### config.mk
export PLATFORM = sky130hd
export DESIGN_NAME = vlpi_deliver
export DESIGN_NICKNAME = d
export VERILOG_FILES = /design/src/rtl/vlpi_pkg.sv /design/src/rtl/vlpi_best_rec.sv /design/src/rtl/vlpi_ctrl.sv /design/src/rtl/vlpi_deliver.sv
export SDC_FILE = /design/constraint.sdc
export NUM_CORES = 1
export LEC_CHECK = 0
export ABC_AREA = 1
export BUFFER_PORTS_ARGS = -buffer_cell sky130_fd_sc_hd__buf_2
export CAP_MARGIN = 20
export CORE_ASPECT_RATIO = 0.7
export CORE_MARGIN = 3
export CORE_UTILIZATION = 50
export CTS_CLUSTER_SIZE = 10
export DETAILED_ROUTE_END_ITERATION = 7
export PLACE_DENSITY = 0.79
export SLEW_MARGIN = 20
export SYNTH_ARGS = -nofsm -noshare
export SYNTH_HDL_FRONTEND = slang
export SYNTH_SLANG_ARGS = --single-unit
### constraint.sdc
create_clock -name clk -period 4.59 [get_ports clk]
set_clock_uncertainty 0.2 [all_clocks]
set_input_delay 0.2295 -clock clk [delete_from_list [all_inputs] [get_ports clk]]
set_output_delay 0.2295 -clock clk [all_outputs]
set_load 0.02 [all_outputs]
### src/rtl/vlpi_pkg.sv
package vlpi_pkg;

  localparam int unsigned SPURIOUS_ID = 1023;
  localparam logic [7:0]  NO_PRIO     = 8'hFF;

  typedef enum logic [2:0] {
    ST_IDLE, ST_RD_PEND, ST_WT_PEND, ST_WR_PEND,
    ST_RD_CFG, ST_WT_CFG, ST_SCAN, ST_FINISH
  } vst_e;

  function automatic logic is_resident(input logic sched_valid,
                                       input logic [63:0] sched_addr,
                                       input logic [63:0] req_addr);
    return sched_valid && (sched_addr == req_addr);
  endfunction

  function automatic logic id_in_range(input logic [31:0] id, input logic [4:0] idbits);
    return (id >> (idbits + 6'd1)) == 32'd0;
  endfunction

  function automatic logic [31:0] byte_off(input logic [31:0] id);
    return id >> 3;
  endfunction

  function automatic logic [2:0] bit_sel(input logic [31:0] id);
    return id[2:0];
  endfunction

  function automatic logic [7:0] entry_prio(input logic [7:0] entry);
    return {entry[7:2], 2'b00};
  endfunction

  function automatic logic beats_best(input logic [7:0] entry, input logic [31:0] id,
                                      input logic [7:0] bprio, input logic [31:0] bid);
    logic [7:0] p;
    p = entry_prio(entry);
    return entry[0] && ((p < bprio) || ((p == bprio) && (id <= bid)));
  endfunction

endpackage

### src/rtl/vlpi_best_rec.sv
module vlpi_best_rec
  import vlpi_pkg::*;
#(
  parameter int ID_W = 16
) (
  input  logic            clk,
  input  logic            rst_n,
  input  logic            eval_en,
  input  logic [ID_W-1:0] eval_id,
  input  logic [7:0]      eval_entry,
  input  logic            load_en,
  input  logic [ID_W-1:0] load_id,
  input  logic [7:0]      load_prio,
  output logic [ID_W-1:0] best_id,
  output logic [7:0]      best_prio
);

  logic wins;
  assign wins = beats_best(eval_entry, 32'(eval_id), best_prio, 32'(best_id));

  always_ff @(posedge clk) begin
    if (!rst_n) begin
      best_id   <= '0;
      best_prio <= NO_PRIO;
    end else if (load_en) begin
      best_id   <= load_id;
      best_prio <= load_prio;
    end else if (eval_en && wins) begin
      best_id   <= eval_id;
      best_prio <= entry_prio(eval_entry);
    end
  end

endmodule

### src/rtl/vlpi_ctrl.sv
module vlpi_ctrl
  import vlpi_pkg::*;
#(
  parameter int ID_W      = 16,
  parameter int AW        = 32,
  parameter int LPI_FIRST = 8192
) (
  input  logic            clk,
  input  logic            rst_n,
  input  logic            req_valid,
  input  logic [ID_W-1:0] req_id,
  input  logic [AW-1:0]   req_tbl_addr,
  input  logic [ID_W-1:0] req_bell_id,
  input  logic            req_level,
  input  logic            vpe_valid,
  input  logic [AW-1:0]   vpe_tbl_addr,
  input  logic [AW-1:0]   vcfg_base,
  input  logic [4:0]      vcfg_idbits,
  input  logic            lpi_enable,
  output logic            mem_valid,
  output logic            mem_write,
  output logic [AW-1:0]   mem_addr,
  output logic [7:0]      mem_wdata,
  input  logic            mem_ready,
  input  logic            mem_rvalid,
  input  logic [7:0]      mem_rdata,
  input  logic [ID_W-1:0] best_id,
  output logic            scan_req,
  input  logic            scan_done,
  output logic            rec_eval,
  output logic            rec_load,
  output logic [ID_W-1:0] cur_id,
  output logic            busy,
  output logic            done,
  output logic            done_changed,
  output logic            bell_valid,
  output logic [ID_W-1:0] bell_id,
  output logic            resident
);

  vst_e            state;
  logic [ID_W-1:0] c_id;
  logic [AW-1:0]   c_addr;
  logic [ID_W-1:0] c_bell;
  logic            c_level;
  logic            c_res;
  logic            c_changed;
  logic [7:0]      c_wbyte;
  logic            accept_res;
  logic            bit_match;

  assign accept_res = is_resident(vpe_valid, 64'(vpe_tbl_addr), 64'(req_tbl_addr));
  assign bit_match  = (mem_rdata[bit_sel(32'(c_id))] == c_level);

  always_ff @(posedge clk) begin
    if (!rst_n) begin
      state     <= ST_IDLE;
      c_id      <= '0;
      c_addr    <= '0;
      c_bell    <= '0;
      c_level   <= 1'b0;
      c_res     <= 1'b0;
      c_changed <= 1'b0;
      c_wbyte   <= '0;
    end else begin
      unique case (state)
        ST_IDLE: if (req_valid) begin
          c_id      <= req_id;
          c_addr    <= req_tbl_addr;
          c_bell    <= req_bell_id;
          c_level   <= req_level;
          c_res     <= accept_res;
          c_changed <= 1'b0;
          if (accept_res && !id_in_range(32'(req_id), vcfg_idbits)) state <= ST_FINISH;
          else state <= ST_RD_PEND;
        end
        ST_RD_PEND: if (mem_ready) state <= ST_WT_PEND;
        ST_WT_PEND: if (mem_rvalid) begin
          if (bit_match) state <= ST_FINISH;
          else begin
            c_wbyte   <= mem_rdata ^ (8'h01 << bit_sel(32'(c_id)));
            c_changed <= 1'b1;
            state     <= ST_WR_PEND;
          end
        end
        ST_WR_PEND: if (mem_ready) begin
          if (c_res && c_level)               state <= ST_RD_CFG;
          else if (c_res && c_id == best_id)  state <= ST_SCAN;
          else                                state <= ST_FINISH;
        end
        ST_RD_CFG: if (mem_ready)  state <= ST_WT_CFG;
        ST_WT_CFG: if (mem_rvalid) state <= ST_FINISH;
        ST_SCAN:   if (scan_done)  state <= ST_FINISH;
        default:   state <= ST_IDLE;
      endcase
    end
  end

  always_comb begin
    mem_valid = (state == ST_RD_PEND) || (state == ST_WR_PEND) || (state == ST_RD_CFG);
    mem_write = (state == ST_WR_PEND);
    if (state == ST_RD_CFG) mem_addr = vcfg_base + AW'(c_id) - AW'(LPI_FIRST);
    else                    mem_addr = c_addr + AW'(byte_off(32'(c_id)));
  end

  assign mem_wdata    = c_wbyte;
  assign scan_req     = (state == ST_SCAN);
  assign rec_eval     = (state == ST_WT_CFG) && mem_rvalid;
  assign rec_load     = (state == ST_SCAN) && scan_done;
  assign cur_id       = c_id;
  assign busy         = (state != ST_IDLE);
  assign done         = (state == ST_FINISH);
  assign done_changed = done && c_changed;
  assign bell_valid   = done && !c_res && c_level && lpi_enable &&
                        (32'(c_bell) != SPURIOUS_ID);
  assign bell_id      = c_bell;
  assign resident     = c_res;

endmodule

### src/rtl/vlpi_deliver.sv
module vlpi_deliver #(
  parameter int ID_W      = 16,
  parameter int AW        = 32,
  parameter int LPI_FIRST = 8192
) (
  input  logic            clk,
  input  logic            rst_n,
  input  logic            req_valid,
  input  logic [ID_W-1:0] req_id,
  input  logic [AW-1:0]   req_tbl_addr,
  input  logic [ID_W-1:0] req_bell_id,
  input  logic            req_level,
  output logic            busy,
  output logic            done,
  output logic            done_changed,
  input  logic            vpe_valid,
  input  logic [AW-1:0]   vpe_tbl_addr,
  input  logic [AW-1:0]   vcfg_base,
  input  logic [4:0]      vcfg_idbits,
  input  logic            lpi_enable,
  output logic            mem_valid,
  output logic            mem_write,
  output logic [AW-1:0]   mem_addr,
  output logic [7:0]      mem_wdata,
  input  logic            mem_ready,
  input  logic            mem_rvalid,
  input  logic [7:0]      mem_rdata,
  output logic [ID_W-1:0] best_id,
  output logic [7:0]      best_prio,
  output logic            scan_req,
  input  logic            scan_done,
  input  logic [ID_W-1:0] scan_id,
  input  logic [7:0]      scan_prio,
  output logic            bell_valid,
  output logic [ID_W-1:0] bell_id
);

  logic            ev_eval;
  logic            ev_load;
  logic            ev_resident;
  logic [ID_W-1:0] ev_id;

  vlpi_ctrl #(.ID_W(ID_W), .AW(AW), .LPI_FIRST(LPI_FIRST)) u_ctrl (
    .clk, .rst_n,
    .req_valid, .req_id, .req_tbl_addr, .req_bell_id, .req_level,
    .vpe_valid, .vpe_tbl_addr, .vcfg_base, .vcfg_idbits, .lpi_enable,
    .mem_valid, .mem_write, .mem_addr, .mem_wdata, .mem_ready, .mem_rvalid, .mem_rdata,
    .best_id, .scan_req, .scan_done,
    .rec_eval(ev_eval), .rec_load(ev_load), .cur_id(ev_id),
    .busy, .done, .done_changed, .bell_valid, .bell_id,
    .resident(ev_resident)
  );

  vlpi_best_rec #(.ID_W(ID_W)) u_rec (
    .clk, .rst_n,
    .eval_en(ev_eval), .eval_id(ev_id), .eval_entry(mem_rdata),
    .load_en(ev_load), .load_id(scan_id), .load_prio(scan_prio),
    .best_id, .best_prio
  );

endmodule

* Yosys cells after proc, flatten, opt, wreduce, memory -nomap -nowiden
Index checks and enable logic that the tools add are counted.
W data, S select, Z words.
** Word-level totals
- Memories kept :: 0
- Flip-flop bits (word level) :: 102
- RAM bits :: 0
- Latch bits :: 0
- Memory bits (read-only) :: 0
** Operators by class
- Reductions and logical operators :: 28
- $add $sub $neg :: 4
- Magnitude comparators :: 3
- Bitwise operators :: 2
- Multiply operators :: 0
- Div/mod/pow operators :: 0
- Equality and inequality tests :: 20
- Shift-type cells :: 2
- Multiplexer cells :: 23
** Operators by type and width (count)
- $add A32 B13 Y32 :: 1
- $add A32 B16 Y32 :: 1
- $eq A32 B32 Y1 :: 1
- $logic_not A32 Y1 :: 1
- $mux W16 :: 2
- $mux W32 :: 1
- $shr A16 B6 Y32 :: 1
- $sub A32 B14 Y32 const B :: 1
- $mux W3 :: 10
- $pmux W3 S7 :: 1
- $eq A16 B16 Y1 :: 1
- $le A16 B16 Y1 :: 1
- $mux W8 :: 2
- $ne A16 B10 Y1 const B :: 1
- $logic_and A1 B1 Y1 :: 14
- $eq A3 B3 Y1 const B :: 4
- $ne A2 B2 Y1 const B :: 6
- $eq A8 B8 Y1 :: 1
- $lt A8 B8 Y1 :: 1
- $shl A1 B3 Y8 const A :: 1
- $xor A8 B8 Y8 :: 1
- $reduce_and A7 Y1 :: 1
- $add A5 B1 Y6 const B :: 1
- $eq A3 B2 Y1 const B :: 2
- other kinds (16) :: 25

* Depth between registers and ports, before layout
Gate-level depths: netlist (run 1).
- Depth in word-level cells :: 8
- Gate-level depth with buffers :: 20

* Hierarchy
Synthesis (run 1) repeated with hierarchy kept, for this count alone.
** Unflattened totals
- Cell total of the unflattened synthesis :: 1571
- Area total of the unflattened synthesis :: 9522.9 sq um
** Modules (own cells, without submodules)
- vlpi_ctrl :: cells each 1312, instances 1, area an instance 7743.7 sq um
- vlpi_best_rec :: cells each 259, instances 1, area an instance 1779.2 sq um

* Worst setup path after synthesis (run 1)
OpenSTA, ideal clock, no wires.
- Path type :: flip-flop to output port
- From :: register u_ctrl.c_id[1], in the netlist u_ctrl.cur_id[1]
- To :: output port mem_addr[21]
- Path buffers :: 0
- Path slack :: 1.861 ns
- Cell stages (with the launch flop) :: 14
- Data arrival time :: 2.300 ns
- Required time :: 4.161 ns
- Cells stage by stage :: dfxtp_1 ha_1 ha_1 inv_1 fa_1 inv_1 nand2_1 o21ai_1 a21oi_2 o21bai_1 a21oi_1 xor2_1 nand2_1 nand2_1
** Between the ends
- Cells in the longest elaborated chain, start to end :: 3
** Ends and longest elaborated chain
- start: declaration :: RTL line vlpi_ctrl.sv:42 : logic [ID_W-1:0] c_id;
- start signal: assignment :: RTL line vlpi_ctrl.sv:68 : c_id <= req_id;
- $add A32 B16 Y32 :: RTL line vlpi_ctrl.sv:102 : if (state == ST_RD_CFG) mem_addr = vcfg_base + AW'(c_id) - AW'(LPI_FIRST);
- $sub A32 B14 Y32 :: RTL line vlpi_ctrl.sv:102
- $mux W32 :: RTL line vlpi_ctrl.sv:102
- end: declaration :: RTL line vlpi_deliver.sv:23 : output logic [AW-1:0] mem_addr,
No other way between the ends.

* Worst setup path after layout (run 1)
- From :: register u_ctrl.c_id[0], in the netlist u_ctrl.cur_id[0]
- To :: output port mem_addr[13]
The elaborated chain is that of the path after synthesis.

==> qor.txt, run 1 <==
SYNTH
--------------------------------------------------------------------------------
Synth Warn #                                                                   0
Number of enable flip-flop cells after synthesis                               0
Average cell area after synthesis                                       6.19 um2
Fraction of post-synthesis cell area in the top cell type by area          0.225
Yosys cell types                                                              50
Cell types occupying the most area after synthesis                  sky130_fd_sc_hd__dfxtp_1 (22%), sky130_fd_sc_hd__nand2_1 (14%), sky130_fd_sc_hd__ha_1 (11%), sky130_fd_sc_hd__a21oi_1 (9.9%), sky130_fd_sc_hd__inv_1 (8.8%)
Post-synthesis cell type with the largest combined area             sky130_fd_sc_hd__dfxtp_1
Synthesized instance count                                                  1467
Cell area after technology mapping                                      9080 um2
Post-Syn Nets                                                               1724
Asr flop ratio synth                                                           0
Synth Flop Type                                                     sky130_fd_sc_hd__dfxtp_1
Seq cells post-synth                                                         102
Sequential fraction of the synthesis area                                  0.225

DRT
--------------------------------------------------------------------------------
Initial drt markers                                                         1122
Drt total wl                                                            33400 um
Antenna violation net count after detailed routing                             0
Via density per instance                                                    5.50
DR WL/cell                                                               16.8 um
Routed vias                                                                11000
Number of remaining DRC errors                                                 0
DR pass1 iterations                                                            5

WORST SETUP PATH
--------------------------------------------------------------------------------
Critical path's slowest cell                                        sky130_fd_sc_hd__dfxtp_1
Crit-path max cell delay                                                 0.62 ns
Endpoint of the most critical setup path                            mem_addr[13]
Endpoint class of the critical path                                  output port
CP max FO                                                                     12
Data arrival at the endpoint of the critical path                        3.33 ns
Crit path launch                                                    u_ctrl.cur_id[0]
FF-to-FF Start                                                      u_ctrl.cur_id[0]
Req. time, crit path                                                     4.16 ns
Crit path cell chain                                                ha_1 -> ha_1 -> inv_1 -> fa_1 -> inv_1 -> nand2_1 -> o21ai_1 -> a21oi_2 -> o21bai_1 -> o21ai_0 -> a21oi_1 -> o21bai_1 -> buf_2
Cell count of the worst reg-to-reg path                                       14
Worst reg2reg path endpoint                                         u_rec.best_prio[6]
Element type at the critical path start                                 register
Crit path kind                                                      register to output port
Internal reg-to-reg setup slack                                          1.07 ns

STA
--------------------------------------------------------------------------------
Worst-margin pin slew                                                   0.934 ns
Final worst path period share                                              0.820
Post-Route Setup TNS                                                        0 ns
Maximum achievable frequency                                             266 MHz
Final setup violation count                                                    0
Endpoints failing hold                                                         0
Clock period minus final worst setup slack                               3.76 ns
Pins Over Slew Limit                                                           0
Final Worst Setup Slack                                                 0.828 ns
Worst relative slew slack                                                  0.377
Setup repair after global routing missed its margin                        false

CTS
--------------------------------------------------------------------------------
Number of resized instances in the post-cts repair step                        0
Number of buffers created by CTS                                               9
Buffers inserted during post-CTS setup optimization                            0
Max Buffers Root-to-Sink                                                       2
Later-pin clock latency in the skew report                               0.37 ns
Clock sink count                                                             102
CTS root buf                                                        sky130_fd_sc_hd__clkbuf_16
Depth of the CTS H-tree                                                        3
Cts-stage hold buffer count                                                   55
Clock transition at the registers of the reported paths                  0.08 ns
TritonCTS clock tree                                                        done

GLOBAL ROUTING
--------------------------------------------------------------------------------
Overflow left after global routing                                             0
Maximum number of pins on one net before global-route repair                 104
Wire length of the first global-routing pass                            52100 um
Global Route Usage Sum                                                     0.322
Antenna violations before repair                                               0
Vias in the first global route                                             10100

FINAL LAYOUT
--------------------------------------------------------------------------------
Fraction of layout cells with a size suffix above 1                        0.180
Storage cell area                                                       2040 um2
Most common cell after layout, fill and taps aside                  sky130_fd_sc_hd__nand2_1
Multi-input combinational cell area                                     6000 um2
Post-synthesis to final-layout area growth                                 25.3%
Commonest cells after routing, fill and taps aside                  sky130_fd_sc_hd__nand2_1 (337), sky130_fd_sc_hd__buf_2 (260), sky130_fd_sc_hd__inv_1 (213), sky130_fd_sc_hd__a21oi_1 (180), sky130_fd_sc_hd__o21ai_0 (122)
Count of filler cells inserted in the layout                                1699
Layout net count                                                            2015
Antenna diode count                                                            0
Final core utilization                                                     0.651

PLACE
--------------------------------------------------------------------------------
# port buffers                                                               260
Final weighted congestion in routability-driven placement                  0.970
Worst Setup Slack post-DPL                                               1.31 ns
DP HPWL                                                                 26400 um

POWER
--------------------------------------------------------------------------------
Worst VDD drop                                                          0.309 mV
Power density of the placed cells                                     455 nW/um2
P_leak                                                                   5.80 nW
Total Power                                                              5.17 mW

WORST HOLD PATH
--------------------------------------------------------------------------------
HP Class                                                            primary input to register

FLOORPLAN
--------------------------------------------------------------------------------
DIE AREA                                                               19800 um2
Horizontal die dimension                                                  167 um
Floorplan Core Area                                                    17500 um2
I/O pin cnt                                                                  261
Vert. Die Dim                                                             119 um
Starting density of the core                                               0.520
Total number of placement rows                                                40

RUN
--------------------------------------------------------------------------------
# Max-Cap Violations                                                           0

STATUS
--------------------------------------------------------------------------------
Run status                                                          finished clean

## worst min-delay path by stage
stage	startpoint	end	slack, ns	cells past startpoint
3_5_place_dp	u_ctrl.mem_wdata[5]	u_ctrl.mem_wdata[5]	0.24	2
4_1_cts	mem_rdata[5]	u_rec.best_prio[5]	0.00007	3
2_1_floorplan	scan_prio[0]	u_rec.best_prio[0]	0.16	2
5_1_grt	mem_rdata[4]	u_rec.best_prio[4]	0.02	3
3_3_place_gp	u_ctrl.mem_wdata[4]	u_ctrl.mem_wdata[4]	0.23	2
6_report	req_id[14]	u_ctrl.cur_id[14]	0.01	3
## cell families (layout without fill, tap and decap cells)
family                   Yosys count  after routing  share of synthesized area
AND/OR/NAND/NOR                  627            627                      0.300
flip-flops                       102            102                      0.225
XOR/XNOR                          38             38                     0.0367
buffers and inverters            262            558                      0.114
adder cells (fa/ha/maj)           83             83                      0.116
AO/OA/AOI/OAI                    355            355                      0.208
## metal layers
metal	global-route usage	share of wire	up-vias
li1	-	-	5412
met1	0.487	0.47	4930
met2	0.475	0.41	570
met3	0.0639	0.11	52
met4	0.0556	0.015	0
met5	0	0	-
## through the flow
stage	cell area, um2	hold slack [ns]	std cells
6_report	11400	0.0133	1994
5_1_grt	11400	0.0184	1994
4_1_cts	11400	0.0000688	1994
3_5_place_dp	10500	0.240	1923
3_3_place_gp	10500	0.234	1923
2_1_floorplan	9080	0.156	1467
## worst max-delay path, delay by kind of cell, from the launching register on
kind | cells | cell delay (ns)
flip-flops | 1 | 0.62
AO/OA/AOI/OAI | 6 | 1.11
adder cells (fa/ha/maj) | 3 | 0.80
buffers and inverters | 3 | 0.35
AND/OR/NAND/NOR | 1 | 0.09
## cell usage after synthesis, types with 8 or more instances
master	n
sky130_fd_sc_hd__xnor2_1	15
sky130_fd_sc_hd__a21oi_1	180
sky130_fd_sc_hd__xor2_1	23
sky130_fd_sc_hd__nand3_1	97
sky130_fd_sc_hd__clkbuf_1	21
sky130_fd_sc_hd__nand2_1	338
sky130_fd_sc_hd__o21ai_0	122
sky130_fd_sc_hd__o21bai_1	10
sky130_fd_sc_hd__nor2_1	115
sky130_fd_sc_hd__nand4_1	24
sky130_fd_sc_hd__ha_1	81
sky130_fd_sc_hd__inv_1	213
sky130_fd_sc_hd__o22ai_1	8
sky130_fd_sc_hd__nor3_1	16
sky130_fd_sc_hd__o21ai_1	8
sky130_fd_sc_hd__buf_2	13
sky130_fd_sc_hd__dfxtp_1	102
## final cells by class
class,count,share of cell area
multi-input combinational,1103,0.528
inverter,222,0.0733
sequential,102,0.180
clock inverter,7,0.00825
timing repair buffer,320,0.166
tap,231,0.0254
clock buffer,9,0.0198
## report_power, final
group	leakage (nW)	switching [mW]	internal [mW]
clock	0.154	0.421	0.397
combinational	4.81	2.00	0.994
sequential	0.836	0.259	1.10
## sequential cells by signal, summed over array words and instances (netlist names)
name,flops
u_rec.best_id,16
u_ctrl.bell_id,16
u_ctrl.state,3
u_rec.best_prio,8
u_ctrl.c_changed,1
u_ctrl.cur_id,16
u_ctrl.mem_wdata,8
u_ctrl.c_addr,32
u_ctrl.c_level,1
u_ctrl.resident,1
No activity file was read; power rests on OpenSTA's default activity.
==> run 2: changes to the inputs <==
- CORE_UTILIZATION: 50 -> 49
- PLACE_DENSITY: 0.79 -> 0.81
- clock period: 4.59 -> 3.4 ns (I/O delays scaled with it)
==> qor.txt, run 2 (same netlist as run 1, synthesis figures left out) <==
FLOORPLAN
---------------------------------------------------------------------------
Total number of placement rows                                           40
Starting density of the core                                          0.514
I/O pin cnt                                                             261
Floorplan Core Area                                               17700 um2
DIE AREA                                                          20200 um2
Vert. Die Dim                                                        120 um
Horizontal die dimension                                             169 um

PLACE
---------------------------------------------------------------------------
Final weighted congestion in routability-driven placement              1.03
# port buffers                                                          260
Worst Setup Slack post-DPL                                         0.369 ns
DP HPWL                                                            27200 um
Area post-placement                                               10600 um2

WORST SETUP PATH
---------------------------------------------------------------------------
Internal reg-to-reg setup slack                                     0.18 ns
Critical path's slowest cell                                   sky130_fd_sc_hd__dfxtp_1
Crit path kind                                                 register to output port
Crit path launch                                               u_ctrl.cur_id[3]
Cell repeated most along the worst path                        sky130_fd_sc_hd__nand2_1
Crit-path max cell delay                                            0.42 ns
CP max FO                                                                 5
Element type at the critical path start                            register
Crit path cell chain                                           ha_1 -> ha_1 -> nand2_1 -> o21ai_0 -> nand3_1 -> nand3_1 -> nand2_1 -> nand2_1 -> nand2_1 -> a21oi_1 -> a31oi_1 -> buf_2
Endpoint class of the critical path                             output port
Data arrival at the endpoint of the critical path                   2.93 ns
Req. time, crit path                                                3.03 ns
FF-to-FF Start                                                 u_ctrl.cur_id[11]

DRT
---------------------------------------------------------------------------
Number of remaining DRC errors                                            0
DR pass1 iterations                                                       6
Initial drt markers                                                    1117
Drt total wl                                                       34600 um
Antenna violation net count after detailed routing                        0
Routed vias                                                           11100
DR WL/cell                                                          17.0 um
Via density per instance                                               5.47

FINAL LAYOUT
---------------------------------------------------------------------------
Commonest cells after routing, fill and taps aside             sky130_fd_sc_hd__nand2_1 (337), sky130_fd_sc_hd__buf_2 (260), sky130_fd_sc_hd__inv_1 (213), sky130_fd_sc_hd__a21oi_1 (178), sky130_fd_sc_hd__o21ai_0 (120)
Most common cell after layout, fill and taps aside             sky130_fd_sc_hd__nand2_1
Post-synthesis to final-layout area growth                            30.3%
Register bank with the most flops                              u_ctrl.c_addr
Largest register FFs                                                     32
Antenna diode count                                                       0
Summed area of non-filler cells in the final layout               11800 um2
Layout net count                                                       2058
Fraction of layout cells with a size suffix above 1                   0.194

CTS
---------------------------------------------------------------------------
CTS root buf                                                   sky130_fd_sc_hd__clkbuf_16
Depth of the CTS H-tree                                                   3
Later-pin clock latency in the skew report                          0.37 ns
TritonCTS clock tree                                                   done
Clock sink count                                                        102
Max Buffers Root-to-Sink                                                  2
Clock transition at the registers of the reported paths             0.08 ns
Number of buffers created by CTS                                          9

STA
---------------------------------------------------------------------------
Final Worst Setup Slack                                            0.105 ns
Pins Over Slew Limit                                                      0
Maximum achievable frequency                                        303 MHz
Final worst path period share                                         0.969
Final setup violation count                                               0
Final hold slack                                                 0.00290 ns
Worst relative slew slack                                             0.423
Endpoints failing hold                                                    0
Worst-margin pin slew                                              0.865 ns
Setup repair after global routing missed its margin                    true
Clock period minus final worst setup slack                          3.30 ns

GLOBAL ROUTING
---------------------------------------------------------------------------
Antenna violations before repair                                          0
Overflow left after global routing                                        0
Global Route Usage Sum                                                0.327
Maximum number of pins on one net before global-route repair             52
Vias in the first global route                                        10300
Wire length of the first global-routing pass                       53000 um

STATUS
---------------------------------------------------------------------------
Run status                                                     finished clean

WORST HOLD PATH
---------------------------------------------------------------------------
Source of the worst hold timing path                                  rst_n
HP Class                                                       primary input to register

POWER
---------------------------------------------------------------------------
Total Power                                                         7.17 mW
P_leak                                                              5.99 nW
Worst VDD drop                                                     0.390 mV
Power density of the placed cells                                606 nW/um2

RUN
---------------------------------------------------------------------------
# Max-Cap Violations                                                      0

run 2: per-stage QoR:
stage                     utilization  std cells  TNS [ns]
after floorplan                     -       1467         0
after global placement          0.600       1935         0
after detailed placement        0.600       1935         0
after CTS                       0.664       2035         0
after global routing            0.669       2037    -0.126
final                           0.669       2037         0
run 2: per-layer routing:
layer | vias to the layer above | routed length (um) | global-route usage
met5 | - | 0 | 0
met4 | 0 | 917 | 0.0966
met3 | 70 | 3870 | 0.0761
met2 | 592 | 14100 | 0.468
met1 | 4970 | 15700 | 0.485
li1 | 5516 | - | -
run 2: area by class of cell:
cell class | count | area [um2]
inverters | 222 | 833
repair buffers | 363 | 2280
multi-input cells | 1103 | 6070
flip-flops and latches | 102 | 2050
clock buffers | 9 | 225
fillers | 1598 | 5840
well taps | 231 | 289
clock inverters | 7 | 72.6
run 2: final timing paths:
check,endpoint,cells after the start
max,mem_addr[16],12
min,u_ctrl.c_addr[27],3
max reg2reg,u_rec.best_prio[6],14
min reg2reg,u_ctrl.mem_wdata[4],2
run 2: critical path: cells and delay by family (launching register included):
kind	cells	cell delay, ns
buf+inv	1	0.20
compound gates	3	0.64
fa+ha+maj	2	0.64
flops	1	0.42
simple gates	6	0.67
run 2: where the power goes:
group          switching, mW  internal, mW  total [mW]
Clock                  0.545         0.521        1.07
Sequential             0.297          1.49        1.79
Combinational           2.86          1.46        4.32
run 2: what timing repair did:
| item | 4_1_cts | 5_1_grt |
|---|---|---|
| hold buffers | 84 | 0 |
| resized for setup | 2 | 23 |
| pin swaps | 0 | 2 |
| setup buffers | 0 | 2 |
| setup endpoints to repair | 3 | 22 |
| endpoints found under the hold margin | 71 | 0 |
